===== src/rtl/gpio_irq_pkg.sv =====
package gpio_irq_pkg;

  localparam int MAXW = 32;
  localparam int MAXG = 4;

  // byte address of the cause register visible to processor cpu
  function automatic logic [7:0] cause_addr(input int ncpu, input int cpu);
    return (ncpu == 4) ? 8'(8'h40 + cpu * 4) : 8'h14;
  endfunction

  function automatic logic [7:0] edge_en_addr(input int ncpu, input int cpu);
    if (ncpu == 4) return 8'(8'h50 + cpu * 4);
    return (cpu == 0) ? 8'h18 : 8'h30;
  endfunction

  function automatic logic [7:0] lvl_en_addr(input int ncpu, input int cpu);
    if (ncpu == 4) return 8'(8'h60 + cpu * 4);
    return (cpu == 0) ? 8'h1C : 8'h34;
  endfunction

  // per-pin request: level path OR edge path
  function automatic logic [MAXW-1:0] pin_request(input logic [MAXW-1:0] lvl_in,
                                                  input logic [MAXW-1:0] lvl_en,
                                                  input logic [MAXW-1:0] cause,
                                                  input logic [MAXW-1:0] edge_en);
    return (lvl_in & lvl_en) | (cause & edge_en);
  endfunction

  // OR reduce each byte lane of requests into one line
  function automatic logic [MAXG-1:0] lane_any(input logic [MAXW-1:0] req);
    logic [MAXG-1:0] r;
    for (int g = 0; g < MAXG; g++) r[g] = |req[g*8 +: 8];
    return r;
  endfunction

endpackage


===== src/rtl/gpio_irq_edge_latch.sv =====
module gpio_irq_edge_latch #(
  parameter int N_PINS  = 32,
  parameter int N_CAUSE = 1
) (
  input  logic                            clk,
  input  logic                            rst_n,
  input  logic [N_PINS-1:0]               lvl_in,
  input  logic [N_CAUSE-1:0]              clr_hit,
  input  logic [N_PINS-1:0]               clr_data,
  output logic [N_PINS-1:0]               rise,
  output logic [N_CAUSE-1:0][N_PINS-1:0]  cause
);

  logic [N_PINS-1:0] prev_q;

  always_ff @(posedge clk or negedge rst_n) begin
    if (!rst_n) prev_q <= '0;
    else        prev_q <= lvl_in;
  end

  assign rise = lvl_in & ~prev_q;

  for (genvar k = 0; k < N_CAUSE; k++) begin : g_copy
    logic [N_PINS-1:0] keep;
    assign keep = clr_hit[k] ? clr_data : '1;

    always_ff @(posedge clk or negedge rst_n) begin
      if (!rst_n) cause[k] <= '0;
      else        cause[k] <= (cause[k] & keep) | rise;
    end

    // a bit only becomes set where a rise was seen
    a_r2_set_needs_rise: assert property (@(posedge clk) disable iff (!rst_n)
      1'b1 |=> ((cause[k] & ~$past(cause[k]) & ~$past(rise)) == '0));
    // bits written as one are kept
    a_r3_ones_keep: assert property (@(posedge clk) disable iff (!rst_n)
      clr_hit[k] |=> (($past(cause[k]) & $past(clr_data) & ~cause[k]) == '0));
    // bits written as zero are cleared unless a rise coincides
    a_r3_zeros_clear: assert property (@(posedge clk) disable iff (!rst_n)
      clr_hit[k] |=> ((cause[k] & ~$past(clr_data) & ~$past(rise)) == '0));
    // a rise always lands, even against a clearing write
    a_r4_rise_wins: assert property (@(posedge clk) disable iff (!rst_n)
      1'b1 |=> ((cause[k] & $past(rise)) == $past(rise)));
  end

endmodule


===== src/rtl/gpio_irq_mask_regs.sv =====
module gpio_irq_mask_regs #(
  parameter int N_PINS = 32
) (
  input  logic              clk,
  input  logic              rst_n,
  input  logic              we_edge,
  input  logic              we_lvl,
  input  logic [N_PINS-1:0] wdata,
  output logic [N_PINS-1:0] edge_en,
  output logic [N_PINS-1:0] lvl_en
);

  always_ff @(posedge clk or negedge rst_n) begin
    if (!rst_n) begin
      edge_en <= '0;
      lvl_en  <= '0;
    end else begin
      if (we_edge) edge_en <= wdata;
      if (we_lvl)  lvl_en  <= wdata;
    end
  end

  // a write changes only the register it addresses
  a_r10_edge_stable: assert property (@(posedge clk) disable iff (!rst_n)
    !we_edge |=> $stable(edge_en));
  a_r10_lvl_stable: assert property (@(posedge clk) disable iff (!rst_n)
    !we_lvl |=> $stable(lvl_en));

endmodule


===== src/rtl/gpio_irq_group_or.sv =====
module gpio_irq_group_or
  import gpio_irq_pkg::*;
#(
  parameter int N_PINS   = 32,
  parameter int N_GROUPS = 4
) (
  input  logic [N_PINS-1:0]   req,
  output logic [N_GROUPS-1:0] grp
);

  logic [MAXG-1:0] all_lanes;
  assign all_lanes = lane_any(MAXW'(req));
  assign grp       = all_lanes[N_GROUPS-1:0];

endmodule


===== src/rtl/gpio_irq_cause.sv =====
module gpio_irq_cause
  import gpio_irq_pkg::*;
#(
  parameter int N_PINS = 32,
  parameter int N_CPUS = 2,
  parameter int AW     = 8,
  parameter int DW     = 32
) (
  input  logic                         clk,
  input  logic                         rst_n,
  input  logic [N_PINS-1:0]            pin_level,
  input  logic                         reg_we,
  input  logic [AW-1:0]                reg_waddr,
  input  logic [DW-1:0]                reg_wdata,
  input  logic [AW-1:0]                reg_raddr,
  output logic [DW-1:0]                reg_rdata,
  output logic [N_CPUS*((N_PINS+7)/8)-1:0] irq_out
);

  localparam int N_GROUPS = (N_PINS + 7) / 8;
  localparam int N_CAUSE  = (N_CPUS == 4) ? 4 : 1;

  logic [N_PINS-1:0]               wpins;
  logic [N_CAUSE-1:0]              clr_hit;
  logic [N_PINS-1:0]               rise;
  logic [N_CAUSE-1:0][N_PINS-1:0]  cause;
  logic [N_CPUS-1:0][N_PINS-1:0]   edge_en;
  logic [N_CPUS-1:0][N_PINS-1:0]   lvl_en;
  logic [N_CPUS-1:0][N_PINS-1:0]   req;

  assign wpins = reg_wdata[N_PINS-1:0];

  for (genvar k = 0; k < N_CAUSE; k++) begin : g_clr
    assign clr_hit[k] = reg_we && (reg_waddr == AW'(cause_addr(N_CPUS, k)));
  end

  gpio_irq_edge_latch #(.N_PINS(N_PINS), .N_CAUSE(N_CAUSE)) u_latch (
    .clk(clk), .rst_n(rst_n), .lvl_in(pin_level), .clr_hit(clr_hit),
    .clr_data(wpins), .rise(rise), .cause(cause)
  );

  for (genvar c = 0; c < N_CPUS; c++) begin : g_cpu
    localparam int CI = (N_CAUSE == 1) ? 0 : c;
    logic we_e, we_l;
    logic [MAXW-1:0] req_w;
    logic [N_GROUPS-1:0] lines;

    assign we_e = reg_we && (reg_waddr == AW'(edge_en_addr(N_CPUS, c)));
    assign we_l = reg_we && (reg_waddr == AW'(lvl_en_addr(N_CPUS, c)));

    gpio_irq_mask_regs #(.N_PINS(N_PINS)) u_masks (
      .clk(clk), .rst_n(rst_n), .we_edge(we_e), .we_lvl(we_l),
      .wdata(wpins), .edge_en(edge_en[c]), .lvl_en(lvl_en[c])
    );

    assign req_w  = pin_request(MAXW'(pin_level), MAXW'(lvl_en[c]),
                                MAXW'(cause[CI]), MAXW'(edge_en[c]));
    assign req[c] = req_w[N_PINS-1:0];

    gpio_irq_group_or #(.N_PINS(N_PINS), .N_GROUPS(N_GROUPS)) u_grp (
      .req(req[c]), .grp(lines)
    );
    assign irq_out[c*N_GROUPS +: N_GROUPS] = lines;

    // an enabled high level always reaches this processor's lines
    a_r5_level_reaches: assert property (@(posedge clk) disable iff (!rst_n)
      ((pin_level & lvl_en[c]) != '0) |-> (lines != '0));
    // a processor with no enables set stays quiet
    a_r8_disabled_quiet: assert property (@(posedge clk) disable iff (!rst_n)
      ((lvl_en[c] == '0) && (edge_en[c] == '0)) |-> (lines == '0));
    // an enabled pending cause keeps the lines up
    a_r6_cause_holds: assert property (@(posedge clk) disable iff (!rst_n)
      ((cause[CI] & edge_en[c]) != '0) |-> (lines != '0));
  end

  always_comb begin
    reg_rdata = '0;
    for (int k = 0; k < N_CAUSE; k++)
      if (reg_raddr == AW'(cause_addr(N_CPUS, k))) reg_rdata = DW'(cause[k]);
    for (int c = 0; c < N_CPUS; c++) begin
      if (reg_raddr == AW'(edge_en_addr(N_CPUS, c))) reg_rdata = DW'(edge_en[c]);
      if (reg_raddr == AW'(lvl_en_addr(N_CPUS, c)))  reg_rdata = DW'(lvl_en[c]);
    end
  end

endmodule


===== config.mk =====
export PLATFORM = sky130hd
export DESIGN_NAME = gpio_irq_cause
export DESIGN_NICKNAME = d
export VERILOG_FILES = /design/src/rtl/gpio_irq_pkg.sv /design/src/rtl/gpio_irq_edge_latch.sv /design/src/rtl/gpio_irq_mask_regs.sv /design/src/rtl/gpio_irq_group_or.sv /design/src/rtl/gpio_irq_cause.sv
export SDC_FILE = /design/constraint.sdc
export NUM_CORES = 1
export LEC_CHECK = 0
export BUFFER_PORTS_ARGS = -buffer_cell sky130_fd_sc_hd__buf_4
export CAP_MARGIN = 10
export CORE_AREA = 2 2 106 185
export CTS_CLUSTER_SIZE = 28
export DETAILED_ROUTE_END_ITERATION = 16
export DIE_AREA = 0 0 108 187
export PLACE_DENSITY = 0.75
export SYNTH_ARGS = -nofsm -noshare
export SYNTH_HDL_FRONTEND = slang
export SYNTH_SLANG_ARGS = --single-unit

===== constraint.sdc =====
create_clock -name clk -period 1.7 [get_ports clk]
set_input_delay 0.17 -clock clk [delete_from_list [all_inputs] [get_ports clk]]
set_output_delay 0.17 -clock clk [all_outputs]
set_load 0.005 [all_outputs]

Word-level counts from Yosys, hierarchy flattened

Index checks and enable logic that the tools add are counted.

Output and inout port bits: 40
Flip-flop bits (word level): 192
Word-level logic and storage cells: 45

Reduce and logical (&&, ||, !) cells: 13
Muxes and demuxes: 6
Equal/unequal tests: 10
Bitwise gates (word level): 10

Operators by type and width:

| operator                                       | number |
|---|---|
| AND 32 bit                                     | 6 |
| 2-to-1 mux 32 bit                              | 6 |
| OR 32 bit                                      | 3 |
| OR reduction 8 bit                             | 8 |
| == test 8 x 5 -> 1 bit (second input constant) | 6 |
| == test 8 x 6 -> 1 bit (second input constant) | 4 |
| inverter 32 bit                                | 1 |
| logical AND 1 bit                              | 5 |

Depth between registers and ports, before layout

Gate-level depths: netlist of run 1.

Depth in word-level cells: 6
Mapped depth: 6
Gate-level depth less buffers: 4

Modules after synthesis

From an unflattened synthesis of run 1, not the netlist that was laid out.

Cells, all modules: 745
Area, all modules: 9,874.5 µm²

Modules (own cells, without submodules):

| module              | cells an instance | instances | seq. area each (µm²) | area an instance (µm²) |
|---|---|---|---|---|
| gpio_irq_mask_regs  | 136               | 2         | 1,601.5              | 2,690.1 |
| gpio_irq_edge_latch | 163               | 1         | 1,601.5              | 2,264.7 |
| gpio_irq_cause      | 286               | 1         | 0.0                  | 2,099.5 |
| gpio_irq_group_or   | 12                | 2         | 0.0                  | 65.1 |

Worst setup path before layout of run 1

No wires, ideal clock.

Path type: input port to flip-flop
Start point: in reg_waddr[6]
End point: reg u_latch.cause[10] in the netlist's numbering
Stages: 5
Arrival: 1.260 ns
Slack: 0.317 ns
Required time: 1.578 ns
Path through: nand4bb_1 -> or4b_4 -> buf_6 -> o21ai_2 -> o21ai_1

Longest elaborated chain between the ends: 5

RTL lines:

| element                         | line                      | text |
|---|---|---|
| from (decl)                     | gpio_irq_cause.sv:13      | `input logic [AW-1:0] reg_waddr,` |
| == test 8 x 5 -> 1 bit          | gpio_irq_cause.sv:34      | `assign clr_hit[k] = reg_we && (reg_waddr == AW'(cause_addr(N_CPUS, k)));` |
| logical AND 1 bit               | gpio_irq_cause.sv:34      |  |
| 2-to-1 mux 32 bit               | gpio_irq_edge_latch.sv:25 | `assign keep = clr_hit[k] ? clr_data : '1;` |
| AND 32 bit                      | gpio_irq_edge_latch.sv:29 | `else cause[k] <= (cause[k] & keep) \| rise;` |
| OR 32 bit                       | gpio_irq_edge_latch.sv:29 |  |
| to (signal, indexed assignment) | gpio_irq_edge_latch.sv:29 |  |
| to (decl)                       | gpio_irq_edge_latch.sv:11 | `output logic [N_CAUSE-1:0][N_PINS-1:0] cause` |

No other way between the ends.
A chain may end at the register's enable or synchronous reset.

Final worst setup path of run 1

Start point: reg u_latch.cause[7] in the netlist's numbering
End point: out irq_out[0]

Longest elaborated chain between the ends: 3

RTL lines:

| element            | line                 | text |
|---|---|---|
| AND 32 bit         | gpio_irq_pkg.sv:26   | `return (lvl_in & lvl_en) \| (cause & edge_en);` |
| OR 32 bit          | gpio_irq_pkg.sv:26   |  |
| OR reduction 8 bit | gpio_irq_pkg.sv:32   | `for (int g = 0; g < MAXG; g++) r[g] = \|req[g*8 +: 8];` |
| to (decl)          | gpio_irq_cause.sv:17 | `output logic [N_CPUS*((N_PINS+7)/8)-1:0] irq_out` |

No other way between the ends.

==> flow_metrics.tcl, run 1 <==
set metrics [dict create \
    violations "setup timing" \
    routed_wl_mm 28.3 \
    netlist.area_leader.share_pct 54.3 \
    start_kind "register" \
    synthTopCellsByCount "dfrtp_1 (192), mux2_2 (122), nand2_1 (98)" \
    fp-row-count 67 \
    wire_per_inst_um 22.7 \
    switching_share_pct 23.3 \
    syn_inst 775 \
    antenna_found_initial 0 \
    fin_hold_ws_ns 0.0106 \
    skew_ns 0.00390 \
    seqPwrFrac_pct 46.1 \
    cp-end-kind "output pin" \
    cts_max_level 4 \
    grt-ovfl-total 0 \
    place_congestion 0.904 \
    slew-limit-headroom_pct 69.3 \
    status "finished with violations" \
    cts_sinks 192 \
    dr.pass1.iters 8 \
    synthMostInstantiatedCell "dfrtp_1" \
    crit_type "register to output pin" \
    fin_nets 1080 \
    io_pins 123 \
    n_antenna_cell 0 \
    synth_warnings 0 \
    synth_ff_type "dfrtp_1" \
    numPortBuffers 122 \
    worst_pin_slew_ns 0.459 \
    setup_viol 14 \
    drt_iter0_markers 450 \
    critical_path_required_ns 1.53 \
    internal_power_mw 8.17 \
    drive_gt1_share_pct 46.0 \
    synthDistinctLibCells 29 \
    die_area_um2 20200 \
    core-area_um2 18900 \
    drv_slew 0 \
    clkTransAtPathRegs_ns 0.07 \
    rsz0062_at_grt "yes" \
    period_share_pct 109 \
    hold_violations 0 \
    peakVddDrop_mv 0.690 \
    drtAntennaViolNets 0 \
    syn_avg_cell_area_um2 11.4 \
    power_density_nw_per_um2 864 \
    maxCapViolCount 0 \
    clock_latency_ns 0.42 \
    ys_seq_area_share_pct 54.3 \
    final_cells 1249 \
    fin_crit_ns 1.85 \
    arrival_ns 1.68 \
    crit_fanout 4 \
    yosysTopAreaCell "dfrtp_1" \
    finalPower_mw 10.7 \
    grt_pass1_vias 7947 \
    dieWidth_um 108 \
    cts_tree "yes" \
    async_flop_share_pct 100 \
    cts_made_buffers 17 \
    clockBufferDepth 2 \
    synth_area_leaders "dfrtp_1 (54%), mux2_2 (16%), nand2_1 (4.2%), a221oi_1 (3.2%), a22o_1 (3.2%)" \
    grt_max_degree 52 \
    grt_pass1_wl_mm 43.4 \
    syn_area_um2 8850 \
    synth_seq_cells 192 \
    min_path_type "input port to register" \
    p_switching_mw 2.49 \
    syn_nets 858 \
    combinationalPowerShare_pct 11.7 \
    leakage_nw 5.91 \
    p_clk_share_pct 42.2 \
    vias 7627 \
    worst_slack_ns -0.154 \
    fill_cells 1399 \
    synth_edf_count 0 \
    die_y_um 187 \
    fmaxAchievable_mhz 539 \
    grtUsageTotal_pct 28.3 \
    dpl.cell_count 1140 \
    syn2layout_area_growth_pct 39.4 \
    dp_hpwl_mm 17.6 \
    clockRootBuffer "clkbuf_16" \
    initial_core_util_pct 46.9 \
    detail_route.vias_per_cell 6.11 \
    remaining_drc_errors 0 \
]
==> critical path: stages (launching register included) <==
cell	delay [ns]
dfrtp_1	0.43
a22o_1	0.27
a221oi_2	0.19
nand4_1	0.19
buf_4	0.19
==> power groups by stage <==
stage          clock, mW  combinational, mW  sequential, mW
2_1_floorplan          0              0.425            4.93
3_3_place_gp           0               1.03            4.97
3_5_place_dp           0               1.05            4.98
4_1_cts             4.53               1.19            4.90
5_1_grt             4.72               1.34            4.93
6_report            4.49               1.25            4.92
==> what timing repair did <==
item                                    in CTS  in global routing
endpoints found under the setup margin      37                 33
hold buffers                                42                  0
buffers inserted                            26                  7
pin swaps                                   21                 42
resized for setup                           47                 80
endpoints found under the hold margin       81                  0
cloned                                       3                  2
==> path summary, 6_finish.rpt <==
| path | startpoint | end | slack, ns | cells after the start |
|---|---|---|---|---|
| max | u_latch.cause[7] | irq_out[0] | -0.15 | 4 |
| min | pin_level[9] | u_latch.cause[9] | 0.01 | 3 |
| max reg2reg | g_cpu[0].u_masks.lvl_en[5] | g_cpu[0].u_masks.lvl_en[5] | 0.71 | 2 |
| min reg2reg | u_latch.prev_q[23] | u_latch.cause[23] | 0.41 | 1 |
| max in group asynchronous | rst_n | u_latch.cause[23] | 0.77 | 3 |
| min in group asynchronous | rst_n | u_latch.prev_q[3] | 0.27 | 2 |
==> registers in the layout, indices dropped and copies added, names as in the netlist <==
name,count
g_cpu.u_masks.edge_en,64
g_cpu.u_masks.lvl_en,64
u_latch.cause,32
u_latch.prev_q,32
==> metal layers <==
metal	GRT usage (%)	vias up	wire length [um]
li1	-	3305	-
met1	31.3	3851	9750
met2	50.3	373	15500
met3	3.76	98	1590
met4	17.4	0	1500
met5	0	-	0
==> kinds of logic (layout without fill, tap and decap cells) <==
logic type | Yosys count | in the layout | synth area share, %
compound gates | 224 | 224 | 18.0
buf+inv | 74 | 307 | 3.69
flops | 192 | 192 | 54.3
mux | 128 | 128 | 16.3
simple gates | 157 | 157 | 7.73
==> metrics by stage <==
step                      TNS, ns  util, %  cell area (um^2)  worst slack (ns)
final                       -1.06     65.4             12300            -0.154
after detailed placement    -1.44     55.1             10400            -0.140
after CTS                  -0.921     63.5             12000            -0.135
after global routing        -2.17     65.4             12300            -0.188
after global placement      -1.47     55.1             10400            -0.133
after floorplan                 0        -              8850             0.317
==> layout make-up <==
class	count	area (um^2)	area share, %
clock buffer	18	429	3.48
clock inverter	12	230	1.87
inverter	32	120	0.974
multi-input combinational	509	4130	33.5
sequential	192	4820	39.1
tap	241	302	2.44
timing repair buffer	245	2310	18.7
==> layout by cell type (no fill, tap or decap), types with 21 or more instances in the layout <==
cell type	n
o21ai_2	32
dlygate4sd3_1	42
a221oi_2	25
buf_4	160
buf_6	21
nor2_1	30
mux2_2	122
o21ai_1	39
nand2_1	84
a22o_1	32
inv_1	32
o211ai_1	32
dfrtp_1	181
o21ai_0	25
Note: power is estimated with default switching activity, not from simulation.
==> run 2, diff against run 1 <==
ABC_AREA = 1   (was unset)
CORE_AREA = 2 2 110 192   (was 2 2 106 185)
DIE_AREA = 0 0 112 194   (was 0 0 108 187)
PLACE_DENSITY = 0.74   (was 0.75)
==> run 2 against run 1 <==
Global-route usage is 3.8 points lower. Core utilization decreased by 6.6 points. The run still ends with setup timing left. Power decreased by 5.7%. Synthesized area is 7.6% higher. Highest routed layer unchanged.
==> flow_metrics.tcl, run 2 <==
set metrics [dict create \
    fmaxAchievable_mhz 588 \
    slew-limit-headroom_pct 64.0 \
    rsz0062_at_grt "yes" \
    fin_setup_tns_ns -0.000155 \
    setup_viol 1 \
    antenna_found_initial 0 \
    detail_route.vias_per_cell 5.25 \
    slowest_delay_ns 0.53 \
    grt_pass1_wl_mm 42.0 \
    maxCapViolCount 0 \
    vias 8192 \
    critical_path_required_ns 1.53 \
    placedInstanceArea_um2 10600 \
    n_antenna_cell 0 \
    wire_per_inst_um 16.7 \
    crit_type "input port to output pin" \
    cts_made_buffers 17 \
    grtUsageTotal_pct 24.6 \
    netlist.area_leader.share_pct 50.4 \
    cpMostUsedCell "buf_4" \
    die_area_um2 21700 \
    dr.pass1.iters 5 \
    fin_nets 1382 \
    synthDistinctLibCells 30 \
    synth_warnings 0 \
    remaining_drc_errors 0 \
    syn2layout_area_growth_pct 24.7 \
    path_cells "dlygate4sd3_1, buf_4, inv_1, o21ai_0, nor3_2, nand3_1, buf_4" \
    top_usage_layer "met2" \
    synthTopCellsByCount "nand2_1 (310), dfrtp_1 (192), inv_1 (101), nand3_1 (101), nor2_1 (81)" \
    register_area_um2 4810 \
    fill_cells 1798 \
    leakage_nw 5.67 \
    synth_seq_cells 192 \
    clockBufferDepth 2 \
    routed_wl_mm 26.0 \
    grt_pass1_vias 8328 \
    grt-ovfl-total 0 \
    worst_slack_ns -0.000155 \
    pre_cts_slack_ns 0.161 \
    clkTransAtPathRegs_ns 0.07 \
    skew_ns 0.00591 \
    dp_hpwl_mm 16.8 \
    numPortBuffers 122 \
    syn_avg_cell_area_um2 8.46 \
    yosysTopAreaCell "dfrtp_1" \
    cts_tree "yes" \
    dieWidth_um 112 \
    cp-end-kind "output pin" \
    min_path_type "input port to register" \
    status "finished with violations" \
    finalPower_mw 10.0 \
    cts_max_level 4 \
    design_area_um2 11900 \
    syn_nets 1209 \
    arrival_ns 1.53 \
    grtUsageMet2_pct 43.6 \
    initial_core_util_pct 47.2 \
    ys_seq_area_share_pct 50.4 \
    biggestRegsByFlops "g_cpu.u_masks.edge_en x64, g_cpu.u_masks.lvl_en x64" \
    peakVddDrop_mv 0.638 \
    period_share_pct 100 \
    io_pins 123 \
    die_y_um 194 \
    hold_violations 0 \
    slowest_stage "dlygate4sd3_1" \
    drtAntennaViolNets 0 \
    start_kind "input port" \
    synth_ff_type "dfrtp_1" \
    async_flop_share_pct 100 \
    fin_crit_ns 1.70 \
    clockRootBuffer "clkbuf_16" \
    cts_sinks 192 \
    use_met3_pct 3.91 \
    synth_edf_count 0 \
    drt_iter0_markers 505 \
    drv_slew 0 \
    syn_area_um2 9530 \
    layout_common_cells "nand2_1 (308), dfrtp_1 (191), buf_4 (134)" \
    clock_latency_ns 0.44 \
    final_common_cell "nand2_1" \
    power_density_nw_per_um2 846 \
    worst_pin_slew_ns 0.539 \
    drive_gt1_share_pct 24.4 \
    core-area_um2 20200 \
    use_met1_pct 28.9 \
    place_congestion 0.875 \
    syn_inst 1126 \
    synthMostInstantiatedCell "nand2_1" \
    synth_area_leaders "dfrtp_1 (50%), nand2_1 (12%), o21ai_2 (7.4%), nand3_1 (5.3%), o21ai_1 (4.1%)" \
    violations "setup timing" \
    fp-row-count 69 \
    crit_fanout 3 \
    grt_max_degree 65 \
    multi_input_area_um2 3920 \
]
==> run 2: cell count changes after synthesis, moves of 29 or more <==
cell and change:
o21ai_1 +48, o211ai_1 -32, nand2_1 +212, o21ai_2 +50
nand3_1 +98, a31oi_1 -32, nor2_1 +46, inv_1 +69
mux2_2 -122, a22o_1 -30, a221oi_1 -29, nand2_2 +31
==> run 2: final cells by class <==
| type | instances | area share, % |
|---|---|---|
| clock buffers | 23 | 4.19 |
| clock inverters | 9 | 0.843 |
| inverters | 106 | 3.35 |
| multi-input cells | 777 | 33.0 |
| flip-flops and latches | 192 | 40.5 |
| well taps | 248 | 2.61 |
| repair buffers | 205 | 15.6 |
==> run 2: path summary, 6_finish.rpt <==
kind | cells past startpoint | start | endpoint | slack, ns
max in group asynchronous | 3 | rst_n | g_cpu[1].u_masks.lvl_en[14] | 0.84
min reg2reg | 1 | u_latch.prev_q[23] | u_latch.cause[23] | 0.41
max reg2reg | 3 | u_latch.cause[28] | u_latch.cause[28] | 0.87
min in group asynchronous | 2 | rst_n | u_latch.prev_q[22] | 0.24
min | 3 | reg_wdata[5] | u_latch.cause[5] | 0.02
max | 7 | pin_level[2] | irq_out[0] | -0.0002
==> run 2: power by group <==
| group | leakage, nW | internal (mW) | total, mW | switching, mW |
|---|---|---|---|---|
| clock | 0.288 | 2.24 | 4.01 | 1.77 |
| combinational | 2.96 | 0.541 | 1.14 | 0.602 |
| sequential | 2.42 | 4.75 | 4.89 | 0.139 |
| total | 5.67 | 7.53 | 10.0 | 2.51 |
==> run 2: metrics by stage <==
stage               instances  util, %  hold slack, ns
global route             1560     58.8          0.0209
CTS                      1557     58.6         0.00179
finish                   1560     58.8          0.0150
detailed placement       1465     52.5           0.148
global placement         1465     52.5           0.143
floorplan                1126        -          -0.126
==> run 2: worst max-delay path, delay by kind of cell <==
| kind | cells | cell delay, ns |
|---|---|---|
| buffers and inverters | 4 | 0.90 |
| AOI/OAI and AO/OA | 1 | 0.10 |
| and+or+nand+nor | 2 | 0.35 |
==> run 2: repair_timing <==
action | CTS | global route
setup buffers | 3 | 3
pin swaps | 7 | 13
hold buffers | 57 | 0
resized for setup | 7 | 7
hold endpoints to repair | 98 | 0
setup endpoints to repair | 5 | 8
==> run 2: routing by layer <==
metal | up-vias | share of wire (%)
met1 | 3877 | 39
met2 | 272 | 53
met5 | - | 0
met3 | 60 | 4.3
li1 | 3983 | -
met4 | 0 | 3.5
==> run 2: cells by family after synthesis <==
kind of cell | Yosys count | synth area share (%)
buf+inv | 157 | 9.04
flops | 192 | 50.4
compound gates | 217 | 14.8
simple gates | 560 | 25.8
==> run 3, diff against run 2 <==
CORE_AREA = 2 2 113 197   (was 2 2 110 192)
DIE_AREA = 0 0 115 199   (was 0 0 112 194)
SYNTH_HIERARCHICAL = 1   (was unset)
==> run 3 against run 2 <==
The run still ends with setup timing left. Critical endpoint unchanged. Sequential power barely moved. Hold slack improved by 0.25 ns. Routed wire length rose by 9.7%.
==> flow_metrics.tcl, run 3 <==
set metrics [dict create \
    drt_iter0_markers 612 \
    seqPwrFrac_pct 46.5 \
    hold_violations 0 \
    syn_nets 1418 \
    fin_crit_ns 1.71 \
    critical_path_required_ns 1.53 \
    peakVddDrop_mv 0.656 \
    wire_per_inst_um 15.8 \
    layout_common_cells "nand2_1 (621), dfrtp_1 (192), inv_1 (162)" \
    detail_route.vias_per_cell 5.03 \
    skew_ns 0.00456 \
    initial_core_util_pct 46.7 \
    vias 9089 \
    arrival_ns 1.54 \
    cts_sinks 192 \
    crit_fanout 3 \
    fp-row-count 71 \
    use_met3_pct 3.87 \
    final_common_cell "nand2_1" \
    reg2reg_slack_ns 0.92 \
    leakage_nw 6.89 \
    cts_made_buffers 17 \
    clockBufferDepth 2 \
    dieWidth_um 115 \
    synth_warnings 6 \
    drive_gt1_share_pct 17.4 \
    dr.pass1.iters 5 \
    dp_hpwl_mm 18.9 \
    combinationalPowerShare_pct 12.2 \
    fmaxAchievable_mhz 586 \
    period_share_pct 100 \
    grt_pass1_vias 9302 \
    remaining_drc_errors 0 \
    die_area_um2 22900 \
    internal_power_mw 8.03 \
    maxCapViolCount 0 \
    switching_share_pct 23.7 \
    clkTransAtPathRegs_ns 0.06 \
    use_met1_pct 29.7 \
    grtUsageTotal_pct 26.0 \
    start_kind "register" \
    worst_pin_slew_ns 0.505 \
    syn_avg_cell_area_um2 7.45 \
    routed_wl_mm 28.6 \
    biggestRegsByFlops "g_cpu.u_masks/edge_en x64, g_cpu.u_masks/lvl_en x64" \
    io_pins 123 \
    fin_hold_ws_ns 0.262 \
    numPortBuffers 122 \
    syn2layout_area_growth_pct 27.8 \
    violations "setup timing" \
    power_density_nw_per_um2 827 \
    grtUsageMet2_pct 47.9 \
    fill_cells 1870 \
    cts_max_level 4 \
    crit_type "register to output pin" \
    place_congestion 0.813 \
    cp-end-kind "output pin" \
    drtAntennaViolNets 0 \
    core-area_um2 21300 \
    cts_tree "yes" \
    syn_area_um2 9950 \
    p_switching_mw 2.49 \
    grt_pass1_wl_mm 46.0 \
    fin_nets 1622 \
    die_y_um 199 \
    drv_slew 0 \
    syn_inst 1335 \
    clockRootBuffer "clkbuf_16" \
    clock_latency_ns 0.43 \
    p_clk_share_pct 41.3 \
    antenna_found_initial 1 \
    setup_viol 2 \
    dpl.cell_count 1690 \
    status "finished with violations" \
    min_path_type "input port to async pin" \
    top_usage_layer "met2" \
    final_cells 1806 \
    fin_setup_tns_ns -0.0141 \
    worst_slack_ns -0.00765 \
    slew-limit-headroom_pct 66.3 \
    grt_max_degree 53 \
    rsz0062_at_grt "yes" \
    grt-ovfl-total 0 \
]
[run 3: changes by cell type in the layout (fill, tap and decap cells not counted), sizes merged, moves of 4 or more]
cell	change
bufinv	+4
dlygate4sd3	+8
nand4	-18
nor2	+9
o21ai	-210
inv	+64
nor3	-8
a22o	+62
nand2	+315
buf	+25
nand3	-5
[run 3: stage by stage]
step                area [um^2]  worst slack (ns)  power, mW  utilization (%)
finish                    12700          -0.00765       10.5             59.6
global route              12700           -0.0898       10.9             59.6
CTS                       12500           -0.0149       10.5             58.8
detailed placement        11200            0.0176       6.04             52.4
global placement          11200            0.0187       6.02             52.4
floorplan                  9950             0.213       5.42                -
[run 3: power groups by stage]
stage	Sequential [mW]	Clock, mW	Combinational, mW
6_report	4.89	4.34	1.28
5_1_grt	4.91	4.59	1.43
4_1_cts	4.89	4.39	1.22
3_5_place_dp	4.98	0	1.06
3_3_place_gp	4.98	0	1.04
2_1_floorplan	4.94	0	0.478
[run 3: metal layers]
layer / part of all wire (%) / up-vias
met3: 4.4 / 66
met1: 39 / 4286
met5: 0 / -
met4: 3.2 / 0
li1: - / 4452
met2: 54 / 285
[run 3: area by class of cell]
cell class              instances  area (um^2)  share of cell area, %
diodes                          1         2.50                 0.0197
clock buffers                  20          447                   3.51
clock inverters                10          186                   1.47
inverters                     171          667                   5.25
multi-input cells             918         4110                   32.3
flip-flops and latches        192         4800                   37.8
well taps                     255          319                   2.51
repair buffers                239         2180                   17.1
[run 3: repair_timing]
action,in CTS,in global routing
hold endpoints to repair,237,0
pin swaps,3,14
setup buffers,8,11
hold buffers,65,0
resized for setup,6,24
setup endpoints to repair,6,11
gates cloned,0,1
[run 3: worst paths after layout]
| path | cells after the start | from | endpoint |
|---|---|---|---|
| worst max register to register | 3 | u_latch/cause[29] | u_latch/cause[29] |
| worst min-delay path | 2 | rst_n | u_latch/prev_q[2] |
| max in group asynchronous | 3 | rst_n | u_latch/cause[26] |
| min in group clk | 6 | reg_waddr[3] | u_latch/cause[27] |
| worst min register to register | 3 | u_latch/prev_q[2] | u_latch/cause[2] |
| worst max-delay path | 6 | g_cpu[0].u_masks/edge_en[2] | irq_out[0] |
[run 3: critical path: stages (launching register included)]
cell,delay (ns)
dfrtp_1,0.41
a22o_1,0.24
inv_1,0.07
nand2_1,0.06
nor2_1,0.10
nand2_1,0.10
buf_6,0.13
